### src/rtl/flag_alu_pkg.sv
package flag_alu_pkg;

    // Operation codes; the numeric values are fixed by the datapath decoder.
    typedef enum logic [2:0] {
        OP_NOP = 3'd0,
        OP_ADD = 3'd1,
        OP_SUB = 3'd2,
        OP_AND = 3'd3,
        OP_OR  = 3'd4,
        OP_NOT = 3'd5,
        OP_INC = 3'd6,
        OP_SHL = 3'd7
    } alu_op_e;

    localparam int unsigned OP_W = 3;

endpackage

### src/rtl/flag_alu_adder.sv
module flag_alu_adder #(
    parameter int unsigned W = 8
) (
    input  logic [W-1:0] a_i,
    input  logic [W-1:0] b_i,
    input  logic         cin_i,
    output logic [W-1:0] sum_o,
    output logic         cout_o
);

    localparam int unsigned SW = W + 1;

    logic [SW-1:0] total_d;

    always_comb begin
        total_d = {1'b0, a_i} + {1'b0, b_i} + {{W{1'b0}}, cin_i};
    end

    assign sum_o  = total_d[W-1:0];
    assign cout_o = total_d[SW-1];

endmodule

### src/rtl/flag_alu_bitwise.sv
module flag_alu_bitwise #(
    parameter int unsigned W = 8
) (
    input  logic [W-1:0] a_i,
    input  logic [W-1:0] b_i,
    input  logic [1:0]   sel_i,   // 0: and, 1: or, 2: not a, 3: zero
    output logic [W-1:0] res_o
);

    for (genvar g = 0; g < W; g++) begin : g_bit
        always_comb begin
            unique case (sel_i)
                2'd0:    res_o[g] = a_i[g] & b_i[g];
                2'd1:    res_o[g] = a_i[g] | b_i[g];
                2'd2:    res_o[g] = ~a_i[g];
                default: res_o[g] = 1'b0;
            endcase
        end
    end

endmodule

### src/rtl/flag_alu_shifter.sv
module flag_alu_shifter #(
    parameter int unsigned W = 8
) (
    input  logic [W-1:0] a_i,
    output logic [W-1:0] res_o,
    output logic         cout_o
);

    assign res_o  = {a_i[W-2:0], 1'b0};
    assign cout_o = a_i[W-1];

endmodule

### src/rtl/flag_alu.sv
module flag_alu
    import flag_alu_pkg::*;
#(
    parameter int unsigned W = 8
) (
    input  logic [W-1:0]    a_i,
    input  logic [W-1:0]    b_i,
    input  logic [OP_W-1:0] op_i,
    output logic [W-1:0]    res_o,
    output logic            carry_o,
    output logic            zero_o
);

    typedef struct packed {
        logic [W-1:0] res;
        logic         cy;
    } alu_out_t;

    alu_op_e      op_d;
    logic [W-1:0] add_b_d;
    logic         add_cin_d;
    logic [1:0]   bw_sel_d;
    logic [W-1:0] add_sum;
    logic         add_cout;
    logic [W-1:0] bw_res;
    logic [W-1:0] shl_res;
    logic         shl_cout;
    alu_out_t     out_d;

    assign op_d = alu_op_e'(op_i);

    // Operand preparation for the shared adder.
    always_comb begin
        add_b_d   = b_i;
        add_cin_d = 1'b0;
        unique case (op_d)
            OP_SUB: begin
                add_b_d   = ~b_i;
                add_cin_d = 1'b1;
            end
            OP_INC: begin
                add_b_d   = '0;
                add_cin_d = 1'b1;
            end
            default: ;
        endcase
    end

    always_comb begin
        unique case (op_d)
            OP_AND:  bw_sel_d = 2'd0;
            OP_OR:   bw_sel_d = 2'd1;
            OP_NOT:  bw_sel_d = 2'd2;
            default: bw_sel_d = 2'd3;
        endcase
    end

    flag_alu_adder #(.W(W)) adder_i (
        .a_i    (a_i),
        .b_i    (add_b_d),
        .cin_i  (add_cin_d),
        .sum_o  (add_sum),
        .cout_o (add_cout)
    );

    flag_alu_bitwise #(.W(W)) bitwise_i (
        .a_i   (a_i),
        .b_i   (b_i),
        .sel_i (bw_sel_d),
        .res_o (bw_res)
    );

    flag_alu_shifter #(.W(W)) shifter_i (
        .a_i    (a_i),
        .res_o  (shl_res),
        .cout_o (shl_cout)
    );

    // Result selection.
    always_comb begin
        out_d = '0;
        unique case (op_d)
            OP_ADD, OP_SUB, OP_INC: begin
                out_d.res = add_sum;
                out_d.cy  = add_cout;
            end
            OP_AND, OP_OR, OP_NOT: begin
                out_d.res = bw_res;
                out_d.cy  = 1'b0;
            end
            OP_SHL: begin
                out_d.res = shl_res;
                out_d.cy  = shl_cout;
            end
            default: out_d = '0;
        endcase
    end

    assign res_o   = out_d.res;
    assign carry_o = out_d.cy;
    assign zero_o  = ~|out_d.res;

endmodule

### config.mk
export PLATFORM = sky130hd
export DESIGN_NAME = flag_alu
export DESIGN_NICKNAME = d
export VERILOG_FILES = /design/src/rtl/flag_alu_pkg.sv /design/src/rtl/flag_alu_adder.sv /design/src/rtl/flag_alu_bitwise.sv /design/src/rtl/flag_alu_shifter.sv /design/src/rtl/flag_alu.sv
export SDC_FILE = /design/constraint.sdc
export NUM_CORES = 1
export LEC_CHECK = 0
export ABC_AREA = 0
export BUFFER_PORTS_ARGS = -buffer_cell sky130_fd_sc_hd__buf_2
export CORE_UTILIZATION = 55
export DETAILED_ROUTE_END_ITERATION = 8
export PLACE_DENSITY_LB_ADDON = 0.2
export SYNTH_ARGS = -nofsm -noshare
export SYNTH_HDL_FRONTEND = slang
export SYNTH_SLANG_ARGS = --single-unit
### constraint.sdc
create_clock -name vclk -period 6.3
set_input_delay 1.26 -clock vclk [all_inputs]
set_output_delay 1.26 -clock vclk [all_outputs]
set_load 0.05 [all_outputs]
* Yosys cells after proc, flatten, opt, wreduce, memory -nomap -nowiden
Cells that the tools add are included.
** Storage, ports and cells
- Flip-flop bits (word level) :: 0
- Output and inout port bits :: 10
- Logic and storage cells :: 54
** Operators by class
- $add $sub $neg :: 2
- Equality and inequality tests :: 9
- Muxes and demuxes :: 12
- Bitwise gates (word level) :: 25
- Reduce and logical (&&, ||, !) cells :: 6
** Operator list (count)
- $pmux W9 S3 :: 1
- $pmux W1 S3 :: 8
- $pmux W8 S2 :: 1
- $eq A3 B3 Y1 const B :: 4
- $add A8 B8 Y9 :: 1
- $add A9 B1 Y9 :: 1
- $and A1 B1 Y1 :: 8
- $not A1 Y1 :: 8
- $not A8 Y8 :: 1
- $or A1 B1 Y1 :: 8
- $reduce_or A8 Y1 :: 1
- $eq A3 B2 Y1 const B :: 2
- $pmux W2 S3 :: 1
- $reduce_or A3 Y1 :: 2
- $eq A3 B1 Y1 const B :: 1
- $eq A2 B1 Y1 const B :: 1
- $eq A2 B2 Y1 const B :: 1
- $logic_not A2 Y1 :: 1
- $reduce_or A2 Y1 :: 1
- $logic_not A1 Y1 :: 1
- $mux W1 :: 1

* Logic depth before layout (Yosys ltp)
- Word-level depth :: 7
- Mapped depth :: 14
- Mapped depth without buffers :: 12

* By module
Synthesis repeated with hierarchy kept, for this count alone.
** Second synthesis, totals
- Cells, all modules :: 161
- Area, all modules :: 1206.2 sq um
** Modules (own cells, without submodules)
- flag_alu :: times used 1, cells each 91, area each 603.1 sq um, sequential area each 0.0 sq um
- flag_alu_adder :: times used 1, cells each 40, area each 331.6 sq um, sequential area each 0.0 sq um
- flag_alu_bitwise :: times used 1, cells each 20, area each 200.2 sq um, sequential area each 0.0 sq um
- flag_alu_shifter :: times used 1, cells each 10, area each 71.3 sq um, sequential area each 0.0 sq um

* Worst setup path after synthesis
OpenSTA, ideal clock, no wires.
- Path kind :: input-to-output
- Start :: input op_i[0]
- End :: output zero_o
- Data arrival time :: 5094 ps
- Setup slack :: -54 ps
- Stages on the path :: 14
- Path buffers :: 2
- Cell sequence :: nand2b_1 > clkbuf_1 > or2_2 > clkbuf_1 > nor2_1 > a21oi_1 > fa_1 > fa_1 > nor2b_1 > o31a_1 > a21oi_1 > a221o_1 > a311o_1 > nor4_2
** On the way
- Cells in the longest elaborated chain, start to end :: 7
- Elaborated cells on any way between the ends :: 29
- Classes of those cells :: add/sub: 2; eq/ne: 9; mux: 12; reduce/logical: 6
** Ends and longest elaborated chain
- start, declared :: RTL line flag_alu.sv:8 : input logic [OP_W-1:0] op_i,
- $eq A3 B3 Y1, or another cell as far along :: RTL line flag_alu.sv:36, flag_alu.sv:82
- $pmux W8 S2, or another cell as far along :: RTL line flag_alu.sv:36 : unique case (op_d)
- $add A8 B8 Y9, or another cell as far along :: RTL line flag_alu_adder.sv:16 : total_d = {1'b0, a_i} + {1'b0, b_i} + {{W{1'b0}}, cin_i};
- $add A9 B1 Y9 / $pmux W1 S3 (equally long branches) :: RTL line flag_alu_adder.sv:16, flag_alu_bitwise.sv:12
- $pmux W9 S3 * :: RTL line flag_alu.sv:82 : unique case (op_d)
- named net res_o[4] :: RTL line flag_alu.sv:9 : output logic [W-1:0] res_o,
- $reduce_or A8 Y1 * :: RTL line flag_alu.sv:101 : assign zero_o = ~|out_d.res;
- $logic_not A1 Y1 * :: RTL line flag_alu.sv:101
- end, declared :: RTL line flag_alu.sv:11 : output logic zero_o
The timed path passes the listed nets; every way through them passes the cells marked *.

* Worst setup path in the final report
- Start :: input op_i[0]
- End :: output zero_o
** On the way
- Cells in the longest elaborated chain, start to end :: 7
- Elaborated cells on any way between the ends :: 29
- Classes of those cells :: add/sub: 2; eq/ne: 9; mux: 12; reduce/logical: 6
** Ends and longest elaborated chain (RTL line)
- $eq A3 B3 Y1, or another cell as far along :: flag_alu.sv:36, flag_alu.sv:82
- $pmux W8 S2, or another cell as far along :: flag_alu.sv:36
- $add A8 B8 Y9, or another cell as far along :: flag_alu_adder.sv:16
- $add A9 B1 Y9 / $pmux W1 S3 (equally long branches) :: flag_alu_adder.sv:16, flag_alu_bitwise.sv:12
- $pmux W9 S3 * :: flag_alu.sv:82
- $reduce_or A8 Y1 * :: flag_alu.sv:101
- $logic_not A1 Y1 * :: flag_alu.sv:101
Mark *: on every way between the ends. The rest lies on a longest branch, timed or not.

==> out/metrics.yaml <==
pwr:
  switching_share: 0.6541
  leakage_nw: 0.5102
  cellPowerDensity_mw_per_mm2: 126.5
  power.internal_mw: 0.04681
  p_switching_mw: 0.08852
  clkPwrFrac: 0
  vdd_drop_max_v: 0.00008170
  combPwrFrac: 1.000
  seq_power_share: 0
sta:
  tightest_slew_ps: 417.5
  finalHoldViolCount: 0
  holdWs_ps: 3026
  finalSetupViolCount: 0
  drv_slew: 0
  fin_crit_ps: 5698
  fin_crit_sh: 0.9044
  finalSetupTns_ps: 0
  fin_ws_ps: 602.4
  slew_headroom: 0.7210
  clock.fmax_mhz: 175.5
  rsz0062_at_grt: "no"
global_routing:
  grt_max_degree: 23
  grt_use_met3: 0.01277
  grt_first_pass_wirelength_um: 4602
  track_usage: 0.3125
  use_met2: 0.5636
  antenna_found_initial: 0
  grt.busiest_layer: "met2"
  use_met1: 0.4133
  grt_pass1_vias: 1066
  overflow: 0
route:
  wirelength_um: 2590
  drtIter0Drc: 45
  vias: 1182
  wl_per_cell_um: 14.15
  drt-pass1-iter-count: 5
  ant_nets: 0
  routed_via_density: 6.459
  route.detailed.drc: 0
critical_path:
  cp-end-kind: "output port"
  arrival_ps: 4440
  cp_top_family: "compound AO/OA/AOI/OAI gates"
  slowest_stage: "fa_1"
  worst-setup-path-type: "in2out"
  cp_num_cells: 14
  cp_cell_sequence: "buf_2 -> nand2b_1 -> or2_2 -> nor2_1 -> a21oi_1 -> fa_1 -> fa_1 -> nor2b_1 -> o31a_1 -> a21oi_1 -> a221o_1 -> a311o_1 -> nor4_4 -> buf_2"
  path_max_fanout: 9
  worstPathRequired_ps: 5040
  cp_num_buf_inv: 2
  cp-start-kind: "input port"
  critPathMaxStageDelay_ps: 430
flow_run:
  maxCapViolations: 0
clocking:
  cts_resized: 0
  hold_buffers: 0
  cts_setup_buffers: 0
place:
  placed_area_mm2: 0.001070
  io_buffers: 29
  post-place-cells: 183
  dp_hpwl_um: 2049
  dpl_worst_slack_ps: 666.6
  place_congestion: 0.9878
synth:
  synth_cell_type_count: 43
  syn_nets: 172
  synthCells: 142
  yosysWarnings: 0
  seq_area_frac_synth: 0
  syn_area_um2: 923.4
  syn_avg_cell_area_um2: 6.503
finish:
  fin_cells: 183
  post-route-cell-area_mm2: 0.001070
  n_clock_buffer: 0
  flops_and_latches: 0
  layout.nets: 199
  mostFrequentLayoutCell: "buf_2"
  area_growth_pct: 15.85
  layout_common_cells: "buf_2, o21ai_0, nand2_1, a21oi_1, inv_1"
  drive_gt1_frac: 0.2036
  regArea_um2: 0
  fillers: 143
  num_antenna_cells: 0
floorplan:
  ios: 29
  die-area_mm2: 0.001847
  die_h_um: 42.98
  row_count: 14
  initial_core_util: 0.5990
  fp.coreArea_mm2: 0.001541
  die-width_um: 42.98
hold_path:
  min_path_type: "in2out"
  whs_path_depth: 4
status:
  status: "completed"
cell usage after synthesis (3+ instances only):
cell type  instances  area, µm²
ha_1               9      112.6
a221o_1            4      40.04
xnor2_1            4      35.03
nand2b_1           4      25.02
nor2b_1            3      18.77
inv_1             10      37.54
nand3b_1           5      37.54
nor2_1             6      22.52
nand2_1           20      75.07
a21oi_1           11      55.05
o21ai_0           26      130.1
path summary, 6_finish.rpt:
path	start	endpoint
max	op_i[0]	zero_o
min	a_i[7]	carry_o
stage by stage:
| stage | power (mW) | utilization |
|---|---|---|
| 3_5_place_dp | 0.1333 | 0.6940 |
| 6_report | 0.1353 | 0.6940 |
| 3_3_place_gp | 0.1303 | 0.6940 |
| 5_1_grt | 0.1472 | 0.6940 |
| 4_1_cts | 0.1340 | 0.6940 |
| 2_1_floorplan | 0.1023 | - |
routing by layer:
layer  vias up  part of all wire
met4         0             0.024
met1       545              0.41
met3         9             0.066
met2        50              0.50
met5         -                 0
li1        578                 -
cells by family after synthesis:
family	count (synthesis)	share of synthesized area
AOI/OAI and AO/OA	60	0.4174
xor gates and xnor gates	4	0.03794
adders and majority gates	11	0.1653
buffers and inverters	15	0.07859
and+or+nand+nor	52	0.3008
power groups by stage:
stage | clock network (mW) | registers, mW | logic [mW]
global route | 0 | 0 | 0.147
global placement | 0 | 0 | 0.130
floorplan | 0 | 0 | 0.102
detailed placement | 0 | 0 | 0.133
finish | 0 | 0 | 0.135
CTS | 0 | 0 | 0.134
layout make-up:
type | count | area (µm²) | share of cell area
Multi-Input combinational cell | 127 | 859.6 | 0.8035
Timing Repair Buffer | 30 | 152.6 | 0.1427
Inverter | 10 | 37.54 | 0.03509
Tap cell | 16 | 20.02 | 0.01871
Note: power is estimated with default switching activity, not from simulation.
